$ cat config.mk
export PLATFORM = sky130hd
export DESIGN_NAME = sir_tx_enc
export DESIGN_NICKNAME = d
export VERILOG_FILES = /design/src/rtl/sir_tx_pkg.sv /design/src/rtl/sir_tx_cfg.sv /design/src/rtl/sir_tx_prescale.sv /design/src/rtl/sir_tx_framer.sv /design/src/rtl/sir_tx_line.sv /design/src/rtl/sir_tx_enc.sv
export SDC_FILE = /design/constraint.sdc
export NUM_CORES = 1
export LEC_CHECK = 0
export BUFFER_PORTS_ARGS = -buffer_cell sky130_fd_sc_hd__buf_4
export CELL_PAD_IN_SITES_DETAIL_PLACEMENT = 0
export CELL_PAD_IN_SITES_GLOBAL_PLACEMENT = 2
export CORE_AREA = 2 2 89 91
export CTS_CLUSTER_SIZE = 20
export DETAILED_ROUTE_END_ITERATION = 10
export DIE_AREA = 0 0 91 93
export MAX_ROUTING_LAYER = met4
export PLACE_DENSITY = 0.8
export SLEW_MARGIN = 10
export SYNTH_ARGS = -nofsm -noshare
export SYNTH_HDL_FRONTEND = slang
export SYNTH_SLANG_ARGS = --single-unit
$ cat constraint.sdc
create_clock -name clk -period 1.9 [get_ports clk]
set_input_delay 0.475 -clock clk [delete_from_list [all_inputs] [get_ports clk]]
set_output_delay 0.475 -clock clk [all_outputs]
set_load 0.03 [all_outputs]
$ cat src/rtl/sir_tx_pkg.sv
package sir_tx_pkg;
  localparam int DIV_W        = 6;
  localparam int PW_W         = 5;
  localparam int CHAR_BITS    = 10;
  localparam int BIDX_W       = 4;
  localparam int TICKS_PER_UNIT = 16;

  localparam logic [7:0]       OPEN_FLAG_RST  = 8'hC0;
  localparam logic [7:0]       CLOSE_FLAG_RST = 8'hC1;
  localparam logic [PW_W-1:0]  PW_RST         = 5'd3;
  localparam logic [DIV_W-1:0] DIV_RST        = 6'd0;

  typedef enum logic [1:0] {
    ST_IDLE = 2'd0,
    ST_SEND = 2'd1,
    ST_LOAD = 2'd2
  } tx_state_e;

  typedef enum logic [1:0] {
    CH_OPEN  = 2'd0,
    CH_DATA  = 2'd1,
    CH_CLOSE = 2'd2
  } char_kind_e;
endpackage

$ cat src/rtl/sir_tx_cfg.sv
module sir_tx_cfg
  import sir_tx_pkg::*;
(
  input  logic             clk,
  input  logic             rst_n,
  input  logic             we,
  input  logic [1:0]       addr,
  input  logic [7:0]       wdata,
  output logic [7:0]       open_flag,
  output logic [7:0]       close_flag,
  output logic [DIV_W-1:0] div,
  output logic [PW_W-1:0]  pw
);
  always_ff @(posedge clk or negedge rst_n) begin
    if (!rst_n) begin
      open_flag  <= OPEN_FLAG_RST;
      close_flag <= CLOSE_FLAG_RST;
      div        <= DIV_RST;
      pw         <= PW_RST;
    end else if (we) begin
      case (addr)
        2'd0: open_flag  <= wdata;
        2'd1: close_flag <= wdata;
        2'd2: pw[2:0]    <= wdata[7:5];
        default: begin
          div     <= wdata[7:2];
          pw[4:3] <= wdata[1:0];
        end
      endcase
    end
  end
endmodule

$ cat src/rtl/sir_tx_prescale.sv
module sir_tx_prescale #(
  parameter int CLKS_PER_TICK = 4
) (
  input  logic clk,
  input  logic rst_n,
  input  logic run,
  output logic tick
);
  generate
    if (CLKS_PER_TICK <= 1) begin : g_direct
      assign tick = run;
    end else begin : g_count
      localparam int CW = $clog2(CLKS_PER_TICK);
      localparam logic [CW-1:0] CMAX = CW'(CLKS_PER_TICK - 1);
      logic [CW-1:0] cnt;
      always_ff @(posedge clk or negedge rst_n) begin
        if (!rst_n)          cnt <= '0;
        else if (!run)       cnt <= '0;
        else if (cnt == CMAX) cnt <= '0;
        else                 cnt <= cnt + 1'b1;
      end
      assign tick = run && (cnt == CMAX);
    end
  endgenerate
endmodule

$ cat src/rtl/sir_tx_framer.sv
module sir_tx_framer
  import sir_tx_pkg::*;
(
  input  logic             clk,
  input  logic             rst_n,
  input  logic             tick,
  input  logic [DIV_W-1:0] div,
  input  logic [PW_W-1:0]  pw,
  input  logic [7:0]       open_flag,
  input  logic [7:0]       close_flag,
  input  logic             s_valid,
  input  logic [7:0]       s_data,
  input  logic             s_last,
  output logic             s_ready,
  output logic             busy,
  output logic             run,
  output logic             pulse_req
);
  localparam int TCNT_W = DIV_W + 4;
  localparam logic [BIDX_W-1:0] LAST_BIT = BIDX_W'(CHAR_BITS - 1);

  tx_state_e         state;
  char_kind_e        kind;
  logic              last_q;
  logic [7:0]        char_q;
  logic [BIDX_W-1:0] bidx;
  logic [TCNT_W-1:0] tcnt;

  logic [TCNT_W-1:0] cell_max;
  logic [2:0]        dsel;
  logic              cur_bit;
  logic              close_next;

  // last tick index of a cell: (div+1)*16-1
  assign cell_max   = {div, 4'hF};
  assign dsel       = bidx[2:0] - 3'd1;
  assign cur_bit    = (bidx == '0)       ? 1'b0 :
                      (bidx == LAST_BIT) ? 1'b1 : char_q[dsel];
  assign close_next = (kind == CH_DATA) && last_q;

  assign run       = (state == ST_SEND);
  assign busy      = (state != ST_IDLE);
  assign s_ready   = (state == ST_LOAD) && !close_next;
  assign pulse_req = run && !cur_bit && (tcnt < TCNT_W'(pw));

  always_ff @(posedge clk or negedge rst_n) begin
    if (!rst_n) begin
      state  <= ST_IDLE;
      kind   <= CH_OPEN;
      last_q <= 1'b0;
      char_q <= '0;
      bidx   <= '0;
      tcnt   <= '0;
    end else begin
      case (state)
        ST_IDLE: begin
          if (s_valid) begin
            state  <= ST_SEND;
            kind   <= CH_OPEN;
            char_q <= open_flag;
            bidx   <= '0;
            tcnt   <= '0;
          end
        end
        ST_SEND: begin
          if (tick) begin
            if (tcnt == cell_max) begin
              tcnt <= '0;
              if (bidx == LAST_BIT) begin
                bidx  <= '0;
                state <= (kind == CH_CLOSE) ? ST_IDLE : ST_LOAD;
              end else begin
                bidx <= bidx + 1'b1;
              end
            end else begin
              tcnt <= tcnt + 1'b1;
            end
          end
        end
        ST_LOAD: begin
          if (close_next) begin
            kind   <= CH_CLOSE;
            char_q <= close_flag;
            state  <= ST_SEND;
          end else if (s_valid) begin
            kind   <= CH_DATA;
            char_q <= s_data;
            last_q <= s_last;
            state  <= ST_SEND;
          end
        end
        default: state <= ST_IDLE;
      endcase
    end
  end
endmodule

$ cat src/rtl/sir_tx_line.sv
module sir_tx_line (
  input  logic clk,
  input  logic rst_n,
  input  logic pulse_req,
  input  logic invert,
  output logic ir_tx
);
  always_ff @(posedge clk or negedge rst_n) begin
    if (!rst_n) ir_tx <= 1'b0;
    else        ir_tx <= pulse_req ^ invert;
  end
endmodule

$ cat src/rtl/sir_tx_enc.sv
module sir_tx_enc
  import sir_tx_pkg::*;
#(
  parameter int CLKS_PER_TICK = 4
) (
  input  logic       clk,
  input  logic       rst_n,
  input  logic       cfg_we,
  input  logic [1:0] cfg_addr,
  input  logic [7:0] cfg_wdata,
  input  logic       tx_invert,
  input  logic       s_valid,
  input  logic [7:0] s_data,
  input  logic       s_last,
  output logic       s_ready,
  output logic       busy,
  output logic       ir_tx
);
  logic [7:0]       open_w, close_w;
  logic [DIV_W-1:0] div_w;
  logic [PW_W-1:0]  pw_w;
  logic             tick_w, run_w, pulse_w;

  sir_tx_cfg u_cfg (
    .clk(clk), .rst_n(rst_n), .we(cfg_we), .addr(cfg_addr), .wdata(cfg_wdata),
    .open_flag(open_w), .close_flag(close_w), .div(div_w), .pw(pw_w)
  );

  sir_tx_prescale #(.CLKS_PER_TICK(CLKS_PER_TICK)) u_pre (
    .clk(clk), .rst_n(rst_n), .run(run_w), .tick(tick_w)
  );

  sir_tx_framer u_frm (
    .clk(clk), .rst_n(rst_n), .tick(tick_w), .div(div_w), .pw(pw_w),
    .open_flag(open_w), .close_flag(close_w),
    .s_valid(s_valid), .s_data(s_data), .s_last(s_last),
    .s_ready(s_ready), .busy(busy), .run(run_w), .pulse_req(pulse_w)
  );

  sir_tx_line u_line (
    .clk(clk), .rst_n(rst_n), .pulse_req(pulse_w), .invert(tx_invert), .ir_tx(ir_tx)
  );
endmodule

==> results of run 1 <==
-- report_power, final --
group / internal (mW) / switching (mW) / leakage (nW) / total [mW]
combinational: 0.162 / 0.121 / 0.813 / 0.283
sequential: 1.34 / 0.0591 / 0.692 / 1.40
clock: 0.905 / 0.492 / 0.120 / 1.40
total: 2.41 / 0.672 / 1.62 / 3.08
-- layout by cell type (no fill, tap or decap), drive strengths merged, types with 8 or more instances in the layout --
cell / n
ha: 9
mux2: 30
a21oi: 15
clkbuf: 11
nor2: 19
buf: 48
nand2: 18
inv: 8
nand3: 13
dfrtp: 50
o21ai: 22
-- cell families (layout without fill, tap and decap cells) --
kind of cell               after synthesis  count (layout)  share of synthesized area, %
AOI/OAI and AO/OA                       56              56                          11.9
buffers and inverters                   16              72                          2.40
adders and majority gates                9               9                          3.93
muxes                                   38              38                          15.0
xor gates and xnor gates                 8               8                          2.45
DFF                                     57              57                          50.1
and+or+nand+nor                         81              81                          14.2
-- sequential cells by signal, summed over array words and instances (netlist names) --
register,flops
u_frm.tcnt,10
u_cfg.close_flag,8
u_cfg.open_flag,8
u_frm.char_q,8
u_cfg.div,6
u_cfg.pw,5
u_frm.bidx,4
u_frm.kind,2
u_frm.state,2
u_pre.g_count.cnt,2
u_frm.last_q,1
u_line.ir_tx,1
-- synthesized netlist by cell type (4+ instances only) --
cell | number | share of area, %
sky130_fd_sc_hd__a21o_1 | 6 | 1.6
sky130_fd_sc_hd__a21oi_1 | 15 | 2.6
sky130_fd_sc_hd__a22o_1 | 6 | 1.8
sky130_fd_sc_hd__clkbuf_1 | 6 | 0.79
sky130_fd_sc_hd__dfrtp_1 | 50 | 44
sky130_fd_sc_hd__dfstp_2 | 7 | 6.4
sky130_fd_sc_hd__ha_1 | 9 | 3.9
sky130_fd_sc_hd__inv_1 | 8 | 1.0
sky130_fd_sc_hd__mux2_2 | 30 | 12
sky130_fd_sc_hd__mux2i_1 | 7 | 2.4
sky130_fd_sc_hd__nand2_1 | 18 | 2.4
sky130_fd_sc_hd__nand2b_1 | 4 | 0.87
sky130_fd_sc_hd__nand3_1 | 13 | 2.3
sky130_fd_sc_hd__nor2_1 | 19 | 2.5
sky130_fd_sc_hd__nor2b_1 | 4 | 0.87
sky130_fd_sc_hd__nor3_1 | 5 | 0.87
sky130_fd_sc_hd__o21ai_0 | 22 | 3.8
sky130_fd_sc_hd__xor2_1 | 7 | 2.1
-- worst max path at each step --
stage | from | endpoint | slack [ns]
2_1_floorplan | u_frm.tcnt[0]$_DFFE_PN0P_ | u_frm.tcnt[8]$_DFFE_PN0P_ | 0.17
4_1_cts | u_frm.tcnt[9]$_DFFE_PN0P_ | u_frm.tcnt[2]$_DFFE_PN0P_ | 0.06
3_5_place_dp | u_frm.tcnt[9]$_DFFE_PN0P_ | u_frm.bidx[3]$_DFFE_PN0P_ | 0.08
6_report | u_frm.tcnt[9]$_DFFE_PN0P_ | u_frm.tcnt[5]$_DFFE_PN0P_ | 0.12
3_3_place_gp | u_frm.tcnt[9]$_DFFE_PN0P_ | u_frm.tcnt[2]$_DFFE_PN0P_ | 0.11
5_1_grt | u_frm.tcnt[0]$_DFFE_PN0P_ | u_frm.bidx[3]$_DFFE_PN0P_ | 0.02
-- per-layer routing --
| metal | up-vias | GRT usage, % |
|---|---|---|
| met5 | - | - |
| met3 | 7 | 2.50 |
| li1 | 1059 | - |
| met2 | 32 | 26.4 |
| met1 | 1081 | 21.9 |
| met4 | 0 | 7.20 |
-- repair_timing --
item	CTS	global route
buffers inserted	0	1
gates resized for setup	0	2
setup endpoints to repair	0	8
-- area by class of cell --
| cell class | instances | area [µm²] |
|---|---|---|
| Clock buffer | 11 | 141 |
| Clock inverter | 5 | 103 |
| Fill cell | 740 | 3950 |
| Inverter | 8 | 30.0 |
| Multi-Input combinational cell | 192 | 1370 |
| Sequential cell | 57 | 1440 |
| Tap cell | 102 | 128 |
| Timing Repair Buffer | 48 | 373 |
==> impl_metrics.prom, run 1 <==
# TYPE chip_impl_metric gauge
chip_impl_metric{name="io_pins",unit=""} 27
chip_impl_metric{name="grt_start_max_net_pins",unit=""} 32
chip_impl_metric{name="finalSetupTns",unit="ns"} 0
chip_impl_info{name="clock-root-buffer",value="sky130_fd_sc_hd__clkbuf_8"} 1
chip_impl_info{name="critPathTopFamily",value="compound AO/OA/AOI/OAI gates"} 1
chip_impl_metric{name="total_leakage_power",unit="nW"} 1.62
chip_impl_info{name="timing.critical_path.cells",value="xor2_1 -> nor4_1 -> a21oi_1 -> buf_4 -> a21o_1 -> a22o_1"} 1
chip_impl_metric{name="pre_cts_ws",unit="ns"} 0.0774
chip_impl_metric{name="p_per_area",unit="mW/mm²"} 862
chip_impl_metric{name="met1_length",unit="mm"} 3.10
chip_impl_metric{name="core_region_area",unit="mm²"} 0.00753
chip_impl_info{name="leading_register_cell_type_out_of_synthesis",value="sky130_fd_sc_hd__dfrtp_1"} 1
chip_impl_metric{name="timing.final.max_slew_violations",unit=""} 0
chip_impl_metric{name="place.port_buffers",unit=""} 26
chip_impl_metric{name="viasPerCell",unit=""} 5.15
chip_impl_metric{name="synth_edf_count",unit=""} 0
chip_impl_info{name="slowest_stage",value="sky130_fd_sc_hd__dfrtp_1"} 1
chip_impl_metric{name="die_w",unit="µm"} 91
chip_impl_metric{name="max-slew-margin-rel",unit="%"} 65.0
chip_impl_metric{name="synthesized_net_count",unit=""} 298
chip_impl_metric{name="path_clk_slew",unit="ns"} 0.07
chip_impl_metric{name="total_cts_buffers",unit=""} 9
chip_impl_metric{name="placed_cells",unit=""} 406
chip_impl_info{name="crit_path_end_kind",value="flop"} 1
chip_impl_metric{name="grt.overflow.total",unit=""} 0
chip_impl_info{name="worst-setup-path-type",value="reg2reg"} 1
chip_impl_metric{name="dpl_cell_area",unit="mm²"} 0.00332
chip_impl_metric{name="timing.hold.ws",unit="ns"} 0.0702
chip_impl_metric{name="power",unit="mW"} 3.08
chip_impl_metric{name="worstMarginPinSlew",unit="ns"} 0.523
chip_impl_metric{name="slowest_delay",unit="ns"} 0.42
chip_impl_metric{name="worst-path-buf-inv",unit=""} 1
chip_impl_metric{name="count_of_distinct_cell_types_in_the_synthesized_netlist",unit=""} 37
chip_impl_metric{name="via_count_of_the_first_global_routing_pass",unit=""} 2195
chip_impl_info{name="cp-start-kind",value="flop"} 1
chip_impl_metric{name="netlist_area",unit="mm²"} 0.00287
chip_impl_metric{name="hold_violations",unit=""} 0
chip_impl_metric{name="via_count",unit=""} 2179
chip_impl_metric{name="number_of_diodes",unit=""} 0
chip_impl_metric{name="final_core_util",unit="%"} 47.5
chip_impl_metric{name="route.detailed.drc",unit=""} 0
chip_impl_metric{name="place.gp.congestion",unit=""} 0.861
chip_impl_metric{name="synthCells",unit=""} 265
chip_impl_metric{name="crit_arrival",unit="ns"} 2.00
chip_impl_metric{name="cts_sinks",unit=""} 57
chip_impl_info{name="hold_path.class",value="in2async"} 1
chip_impl_info{name="worstReg2RegStart",value="u_frm.tcnt[9]$_DFFE_PN0P_"} 1
chip_impl_metric{name="max_cap_viol_count",unit=""} 0
chip_impl_metric{name="yosysWarningCount",unit=""} 0
chip_impl_metric{name="maximum_vdd_drop",unit="mV"} 0.365
chip_impl_metric{name="asyncSetResetFlopFracSynth",unit="%"} 100
chip_impl_metric{name="area_growth_syn_to_layout",unit="%"} 24.8
chip_impl_metric{name="grt_usage",unit="%"} 16.8
chip_impl_metric{name="post-route-cell-area",unit="mm²"} 0.00358
chip_impl_metric{name="placement_rows",unit=""} 32
chip_impl_metric{name="maximum_net_fanout_on_the_critical_path",unit=""} 8
chip_impl_metric{name="hpwl_reported_at_the_end_of_detailed_placement",unit="mm"} 4.73
chip_impl_info{name="cts_tree",value="done"} 1
chip_impl_metric{name="postSynthAreaPerCell",unit="µm²"} 10.8
chip_impl_metric{name="yosys_register_bits",unit=""} 57
chip_impl_metric{name="h-tree-depth",unit=""} 3
chip_impl_metric{name="timing.reg2reg.worst_path_depth",unit=""} 6
chip_impl_metric{name="start_util",unit="%"} 38.1
chip_impl_metric{name="max_freq",unit="MHz"} 561
chip_impl_metric{name="worst_slack",unit="ns"} 0.117
chip_impl_metric{name="floorplan.die.height",unit="µm"} 93
chip_impl_metric{name="drt_pre_antenna_iters",unit=""} 4
chip_impl_metric{name="ff2ff_setup_slack",unit="ns"} 0.12
chip_impl_metric{name="route.met2.wl",unit="mm"} 3.06
chip_impl_metric{name="grt_first_pass_wirelength",unit="mm"} 10.7
chip_impl_metric{name="final_antenna_net_count",unit=""} 0
chip_impl_metric{name="worst-endpoint-required",unit="ns"} 2.12
chip_impl_metric{name="sequential_fraction_of_the_synthesis_area",unit="%"} 50.1
chip_impl_metric{name="die_area",unit="mm²"} 0.00846
chip_impl_metric{name="fin_cells",unit=""} 423
chip_impl_info{name="run_status",value="completed"} 1
chip_impl_metric{name="path_length_in_cells_of_the_critical_path",unit=""} 6
chip_impl_metric{name="wl_met3",unit="µm"} 183
chip_impl_metric{name="timing.clock.skew",unit="ns"} 0.00589
chip_impl_metric{name="hold_buffers",unit=""} 0
chip_impl_metric{name="period_share",unit="%"} 93.8
chip_impl_metric{name="finish.net_count",unit=""} 349
chip_impl_info{name="maxUsedRoutingLayer",value="met4"} 1
chip_impl_metric{name="setup_viol_count_final",unit=""} 0
chip_impl_metric{name="layout-drive-gt1-share",unit="%"} 32.7
chip_impl_metric{name="drt-wirelength-per-cell",unit="µm"} 15.2
chip_impl_metric{name="clock_insertion_delay_worst_skew",unit="ns"} 0.33
chip_impl_metric{name="routed_wl",unit="mm"} 6.42
chip_impl_metric{name="clock_path_buffers",unit=""} 2
chip_impl_metric{name="drt_first_iter_violations",unit=""} 100
chip_impl_info{name="r2r_end",value="u_frm.tcnt[5]$_DFFE_PN0P_"} 1
chip_impl_info{name="rsz_0062_raised_after_global_routing",value="false"} 1
chip_impl_metric{name="initial_antenna_violation_count",unit=""} 0
chip_impl_metric{name="final_period_minus_worst_setup_slack",unit="ns"} 1.78
Note: power is estimated with default switching activity, not from simulation.
==> run 2: changes to the inputs <==
REMOVE_ABC_BUFFERS = 1   (was not set)
==> impl_metrics.prom, run 2 (synthesized netlist as in run 1, its figures left out) <==
# TYPE chip_impl_metric gauge
chip_impl_info{name="run_status",value="completed"} 1
chip_impl_metric{name="clock_insertion_delay_worst_skew",unit="ns"} 0.33
chip_impl_info{name="largest-register",value="u_frm.tcnt"} 1
chip_impl_metric{name="path_clk_slew",unit="ns"} 0.07
chip_impl_metric{name="pwr-share-comb",unit="%"} 9.5
chip_impl_metric{name="start_util",unit="%"} 38.1
chip_impl_info{name="crit_path_end_kind",value="output pin"} 1
chip_impl_metric{name="core_region_area",unit="mm²"} 0.00753
chip_impl_info{name="mostFrequentLayoutCell",value="sky130_fd_sc_hd__dfrtp_1"} 1
chip_impl_metric{name="timing.final.max_slew_violations",unit=""} 0
chip_impl_metric{name="h-tree-depth",unit=""} 3
chip_impl_metric{name="hold_violations",unit=""} 0
chip_impl_metric{name="timing.clock.skew",unit="ns"} 0.00923
chip_impl_metric{name="area_growth_syn_to_layout",unit="%"} 25.1
chip_impl_metric{name="maximum_vdd_drop",unit="mV"} 0.485
chip_impl_metric{name="via_count_of_the_first_global_routing_pass",unit=""} 2170
chip_impl_metric{name="sw_frac_of_total",unit="%"} 22.9
chip_impl_metric{name="grt_first_pass_wirelength",unit="mm"} 10.7
chip_impl_metric{name="drt_first_iter_violations",unit=""} 80
chip_impl_metric{name="grt_usage",unit="%"} 16.7
chip_impl_metric{name="grt.overflow.total",unit=""} 0
chip_impl_info{name="hold_path.class",value="in2async"} 1
chip_impl_metric{name="floorplan.die.height",unit="µm"} 93
chip_impl_metric{name="maximum_net_fanout_on_the_critical_path",unit=""} 6
chip_impl_info{name="cts_tree",value="done"} 1
chip_impl_metric{name="drt_pre_antenna_iters",unit=""} 4
chip_impl_info{name="most-common-layout-cells",value="50 x sky130_fd_sc_hd__dfrtp_1, 48 x sky130_fd_sc_hd__buf_4, 30 x sky130_fd_sc_hd__mux2_2"} 1
chip_impl_info{name="timing.critical_path.cells",value="nand3b_1 -> and2_1 -> buf_4"} 1
chip_impl_metric{name="number_of_diodes",unit=""} 0
chip_impl_metric{name="grt_start_max_net_pins",unit=""} 35
chip_impl_metric{name="worst-endpoint-required",unit="ns"} 1.42
chip_impl_metric{name="die_area",unit="mm²"} 0.00846
chip_impl_metric{name="dpl_cell_area",unit="mm²"} 0.00332
chip_impl_metric{name="cts_sinks",unit=""} 57
chip_impl_metric{name="crit_arrival",unit="ns"} 1.34
chip_impl_metric{name="post-route-cell-area",unit="mm²"} 0.00358
chip_impl_metric{name="max_freq",unit="MHz"} 551
chip_impl_metric{name="p_per_area",unit="mW/mm²"} 827
chip_impl_metric{name="total_cts_buffers",unit=""} 9
chip_impl_metric{name="drt-wirelength-per-cell",unit="µm"} 14.9
chip_impl_metric{name="layout-drive-gt1-share",unit="%"} 34.2
chip_impl_metric{name="finish.net_count",unit=""} 350
chip_impl_metric{name="finalSetupTns",unit="ns"} 0
chip_impl_metric{name="placed_cells",unit=""} 406
chip_impl_metric{name="viasPerCell",unit=""} 5.04
chip_impl_info{name="cp-start-kind",value="flop"} 1
chip_impl_metric{name="period_share",unit="%"} 95.6
chip_impl_metric{name="die_w",unit="µm"} 91
chip_impl_metric{name="clock_path_buffers",unit=""} 2
chip_impl_metric{name="max-slew-margin-rel",unit="%"} 68.5
chip_impl_metric{name="timing.hold.ws",unit="ns"} 0.0411
chip_impl_metric{name="hpwl_reported_at_the_end_of_detailed_placement",unit="mm"} 4.84
chip_impl_metric{name="power_report.internal_total",unit="mW"} 2.29
chip_impl_metric{name="worstMarginPinSlew",unit="ns"} 0.471
chip_impl_info{name="worst-setup-path-type",value="reg2out"} 1
chip_impl_info{name="slowest_stage",value="sky130_fd_sc_hd__dfrtp_1"} 1
chip_impl_metric{name="place.port_buffers",unit=""} 26
chip_impl_metric{name="routed_wl",unit="mm"} 6.30
chip_impl_metric{name="slowest_delay",unit="ns"} 0.40
chip_impl_metric{name="power",unit="mW"} 2.96
chip_impl_metric{name="initial_antenna_violation_count",unit=""} 0
chip_impl_metric{name="largest_register_ff_count",unit=""} 10
chip_impl_metric{name="io_pins",unit=""} 27
chip_impl_metric{name="max_cap_viol_count",unit=""} 0
chip_impl_info{name="critPathTopFamily",value="simple AND/OR/NAND/NOR gates"} 1
chip_impl_metric{name="fraction_of_power_consumed_by_the_clock_network",unit="%"} 43.0
chip_impl_metric{name="place.gp.congestion",unit=""} 0.793
chip_impl_metric{name="final_period_minus_worst_setup_slack",unit="ns"} 1.82
chip_impl_metric{name="route.detailed.drc",unit=""} 0
chip_impl_metric{name="sequentialPowerShare",unit="%"} 47.4
chip_impl_metric{name="placement_rows",unit=""} 32
chip_impl_metric{name="switching_power",unit="µW"} 678
chip_impl_metric{name="setup_viol_count_final",unit=""} 0
chip_impl_metric{name="final_antenna_net_count",unit=""} 0
chip_impl_metric{name="total_leakage_power",unit="nW"} 1.62
chip_impl_metric{name="via_count",unit=""} 2135
chip_impl_info{name="clock-root-buffer",value="sky130_fd_sc_hd__clkbuf_8"} 1
chip_impl_metric{name="worst-path-buf-inv",unit=""} 1
chip_impl_metric{name="fin_cells",unit=""} 424
## run 2: area by class of cell
class	instances	area [µm²]
clock inverter	6	90.1
sequential	57	1440
fill	745	3940
clock buffer	10	138
multi-input combinational	192	1380
inverter	8	30.0
timing repair buffer	49	380
tap	102	128
## run 2: final timing paths
kind	startpoint	to	slack, ns	cells after the start
max in group asynchronous	rst_n	u_cfg.close_flag[0]$_DFFE_PN1P_	1.30	2
hold reg to reg	u_pre.g_count.cnt[0]$_DFF_PN0_	u_pre.g_count.cnt[0]$_DFF_PN0_	0.45	1
min in group clk	tx_invert	u_line.ir_tx$_DFF_PN0_	0.34	2
hold / removal	rst_n	u_pre.g_count.cnt[0]$_DFF_PN0_	0.04	1
setup / recovery	u_frm.kind[1]$_DFFE_PN0P_	s_ready	0.08	3
setup reg to reg	u_frm.tcnt[0]$_DFFE_PN0P_	u_frm.tcnt[8]$_DFFE_PN0P_	0.10	6
## run 2: power by group through the flow
stage / registers (mW) / logic [mW] / clock network [mW]
after floorplan: 1.41 / 0.172 / 0
after global placement: 1.42 / 0.278 / 0
after detailed placement: 1.43 / 0.283 / 0
after CTS: 1.40 / 0.286 / 1.31
after global routing: 1.42 / 0.320 / 1.35
final: 1.40 / 0.283 / 1.28
## run 2: routing by layer
metal  vias to the layer above  share of wire (%)  GRT usage (%)
met2                        34                 48           26.0
met3                         8                2.7           3.14
met5                         -                  0              -
met4                         0                1.5           6.06
met1                      1043                 48           22.0
li1                       1050                  -              -
## run 2: metrics by stage
stage,util [%],setup WS [ns]
after floorplan,-,0.214
final,47.6,0.0845
after CTS,47.1,0.000507
after global placement,44.1,0.0817
after global routing,47.6,-0.0182
after detailed placement,44.1,0.0475
## run 2: repair_timing
item | in CTS | in global routing
endpoints found under the setup margin | 0 | 12
hold buffers | 0 | 0
resized for setup | 0 | 5
setup buffers | 0 | 2
hold endpoints to repair | 0 | 0
==> run 3: changes to the inputs <==
PLACE_DENSITY = not set   (was 0.8)
PLACE_DENSITY_LB_ADDON = 0.2   (was not set)
==> impl_metrics.prom, run 3 (synthesized netlist as in run 1, its figures left out) <==
# TYPE chip_impl_metric gauge
chip_impl_metric{name="initial_antenna_violation_count",unit=""} 0
chip_impl_metric{name="drt_pre_antenna_iters",unit=""} 4
chip_impl_metric{name="clock_path_buffers",unit=""} 2
chip_impl_metric{name="via_count",unit=""} 2171
chip_impl_metric{name="maximum_net_fanout_on_the_critical_path",unit=""} 5
chip_impl_metric{name="final_period_minus_worst_setup_slack",unit="ns"} 1.77
chip_impl_metric{name="dpl_cell_area",unit="mm²"} 0.00334
chip_impl_metric{name="max_cap_viol_count",unit=""} 0
chip_impl_metric{name="place.gp.congestion",unit=""} 0.846
chip_impl_info{name="mostFrequentLayoutCell",value="sky130_fd_sc_hd__buf_4"} 1
chip_impl_metric{name="max-slew-margin-rel",unit="%"} 71.6
chip_impl_metric{name="area_growth_syn_to_layout",unit="%"} 24.2
chip_impl_metric{name="floorplan.die.height",unit="µm"} 93
chip_impl_metric{name="crit_arrival",unit="ns"} 2.00
chip_impl_metric{name="period_share",unit="%"} 93.3
chip_impl_metric{name="setup_viol_count_final",unit=""} 0
chip_impl_metric{name="timing.clock.skew",unit="ns"} 0.00985
chip_impl_metric{name="route.met2.wl",unit="mm"} 3.12
chip_impl_metric{name="timing.final.max_slew_violations",unit=""} 0
chip_impl_info{name="cp-start-kind",value="flop"} 1
chip_impl_metric{name="die_area",unit="mm²"} 0.00846
chip_impl_metric{name="routed_wl",unit="mm"} 6.59
chip_impl_metric{name="total_cts_buffers",unit=""} 9
chip_impl_metric{name="p_per_area",unit="mW/mm²"} 780
chip_impl_metric{name="hold_violations",unit=""} 0
chip_impl_info{name="maxUsedRoutingLayer",value="met4"} 1
chip_impl_metric{name="path_clk_slew",unit="ns"} 0.07
chip_impl_info{name="r2r_end",value="u_line.ir_tx$_DFF_PN0_"} 1
chip_impl_metric{name="final_antenna_net_count",unit=""} 0
chip_impl_metric{name="grt_first_pass_wirelength",unit="mm"} 11.3
chip_impl_info{name="hold_path.class",value="in2async"} 1
chip_impl_metric{name="die_w",unit="µm"} 91
chip_impl_metric{name="placement_rows",unit=""} 32
chip_impl_metric{name="pre_cts_ws",unit="ns"} 0.0595
chip_impl_metric{name="cts_sinks",unit=""} 57
chip_impl_metric{name="start_util",unit="%"} 38.1
chip_impl_metric{name="clock_insertion_delay_worst_skew",unit="ns"} 0.34
chip_impl_metric{name="grt.overflow.total",unit=""} 0
chip_impl_metric{name="grt_usage",unit="%"} 17.7
chip_impl_metric{name="via_count_of_the_first_global_routing_pass",unit=""} 2256
chip_impl_metric{name="layout-drive-gt1-share",unit="%"} 33.7
chip_impl_metric{name="io_pins",unit=""} 27
chip_impl_metric{name="final_core_util",unit="%"} 47.3
chip_impl_metric{name="largest_register_ff_count",unit=""} 10
chip_impl_info{name="run_status",value="completed"} 1
chip_impl_metric{name="finish.net_count",unit=""} 354
chip_impl_metric{name="hpwl_reported_at_the_end_of_detailed_placement",unit="mm"} 4.87
chip_impl_info{name="worstReg2RegStart",value="u_frm.tcnt[5]$_DFFE_PN0P_"} 1
chip_impl_metric{name="hold_buffers",unit=""} 0
chip_impl_metric{name="slowest_delay",unit="ns"} 0.50
chip_impl_metric{name="total_leakage_power",unit="nW"} 1.62
chip_impl_info{name="worst-setup-path-type",value="reg2reg"} 1
chip_impl_info{name="slowest_stage",value="sky130_fd_sc_hd__or4_1"} 1
chip_impl_info{name="clock-root-buffer",value="sky130_fd_sc_hd__clkbuf_8"} 1
chip_impl_metric{name="grt_start_max_net_pins",unit=""} 34
chip_impl_metric{name="met1_length",unit="mm"} 3.15
chip_impl_info{name="timing.critical_path.cells",value="buf_4 -> or4_1 -> nor4_1 -> nand4_1 -> xnor2_1"} 1
chip_impl_info{name="largest-register",value="u_frm.tcnt"} 1
chip_impl_metric{name="worst-endpoint-required",unit="ns"} 2.12
chip_impl_metric{name="drt_first_iter_violations",unit=""} 82
chip_impl_metric{name="h-tree-depth",unit=""} 3
chip_impl_metric{name="place.port_buffers",unit=""} 26
chip_impl_info{name="cts_tree",value="done"} 1
chip_impl_metric{name="timing.reg2reg.worst_path_depth",unit=""} 5
chip_impl_metric{name="number_of_diodes",unit=""} 0
chip_impl_metric{name="maximum_vdd_drop",unit="mV"} 0.360
chip_impl_metric{name="route.detailed.drc",unit=""} 0
chip_impl_metric{name="fin_cells",unit=""} 428
chip_impl_metric{name="worst_slack",unit="ns"} 0.126
chip_impl_metric{name="wl_met3",unit="µm"} 220
chip_impl_metric{name="max_freq",unit="MHz"} 564
chip_impl_metric{name="post-route-cell-area",unit="mm²"} 0.00356
chip_impl_metric{name="placed_cells",unit=""} 409
chip_impl_metric{name="viasPerCell",unit=""} 5.07
chip_impl_info{name="most-common-layout-cells",value="52 x sky130_fd_sc_hd__buf_4, 50 x sky130_fd_sc_hd__dfrtp_1, 30 x sky130_fd_sc_hd__mux2_2"} 1
chip_impl_metric{name="core_region_area",unit="mm²"} 0.00753
chip_impl_metric{name="timing.hold.ws",unit="ns"} 0.0508
chip_impl_metric{name="drt-wirelength-per-cell",unit="µm"} 15.4
chip_impl_info{name="crit_path_end_kind",value="flop"} 1
chip_impl_metric{name="worstMarginPinSlew",unit="ns"} 0.424
chip_impl_metric{name="ff2ff_setup_slack",unit="ns"} 0.13
==> run 3: cell count changes in the layout (fill, tap and decap cells not counted) <==
cell                         previous run  this run
sky130_fd_sc_hd__clkinv_2               1         3
sky130_fd_sc_hd__clkbuf_8              10         9
sky130_fd_sc_hd__nor4_2                 2         0
sky130_fd_sc_hd__buf_4                 48        52
sky130_fd_sc_hd__inv_6                  1         0
sky130_fd_sc_hd__clkinv_4               1         0
sky130_fd_sc_hd__nor2_1                18        19
sky130_fd_sc_hd__clkinvlp_4             1         2
sky130_fd_sc_hd__nor4_1                 1         3
sky130_fd_sc_hd__bufinv_16              2         1
sky130_fd_sc_hd__nor2_2                 1         0
sky130_fd_sc_hd__clkbuf_1               0         1
==> run 3: layout make-up <==
cell class | instances | area [µm²]
Clock buffer | 10 | 128
Clock inverter | 6 | 60.1
Sequential cell | 57 | 1440
Multi-Input combinational cell | 192 | 1370
Tap cell | 102 | 128
Timing Repair Buffer | 53 | 410
Fill cell | 773 | 3970
Inverter | 8 | 30.0
==> run 3: how the worst max path moves through the flow <==
stage | from | to | slack (ns)
2_1_floorplan | u_frm.tcnt[0]$_DFFE_PN0P_ | u_frm.tcnt[8]$_DFFE_PN0P_ | 0.21
3_3_place_gp | u_frm.tcnt[5]$_DFFE_PN0P_ | u_line.ir_tx$_DFF_PN0_ | 0.09
3_5_place_dp | u_frm.tcnt[5]$_DFFE_PN0P_ | u_line.ir_tx$_DFF_PN0_ | 0.06
4_1_cts | u_frm.kind[1]$_DFFE_PN0P_ | s_ready | 0.02
5_1_grt | u_cfg.div[5]$_DFFE_PN0P_ | u_frm.bidx[3]$_DFFE_PN0P_ | -0.0004
6_report | u_frm.tcnt[5]$_DFFE_PN0P_ | u_line.ir_tx$_DFF_PN0_ | 0.13
==> run 3: through the flow <==
stage | power [mW] | setup TNS [ns]
floorplan | 1.58 | 0
global placement | 1.70 | 0
detailed placement | 1.71 | 0
CTS | 2.83 | 0
global route | 2.93 | -0.000359
finish | 2.78 | 0
==> run 3: report_power, final <==
| group | internal, mW | switching [mW] | total, mW |
|---|---|---|---|
| Combinational | 0.163 | 0.116 | 0.279 |
| Sequential | 1.34 | 0.0574 | 1.40 |
| Clock | 0.598 | 0.498 | 1.10 |
| Total | 2.11 | 0.671 | 2.78 |
==> run 3: critical path, delay by kind of cell (launching register included) <==
family / cells / cell delay, ns
simple gates: 3 / 0.95
flops: 1 / 0.40
xor+xnor: 1 / 0.15
buf+inv: 1 / 0.16
==> run 3: per-layer routing <==
metal	up-vias	GRT usage, %
met2	38	27.6
li1	1062	-
met1	1061	23.0
met3	10	3.22
met4	0	7.58
met5	-	-
==> run 3: timing repair <==
action                                  in CTS  in global routing
endpoints found under the setup margin       0                 11
resized for setup                            0                  2
endpoints found under the hold margin        0                  0
buffers inserted                             0                  3
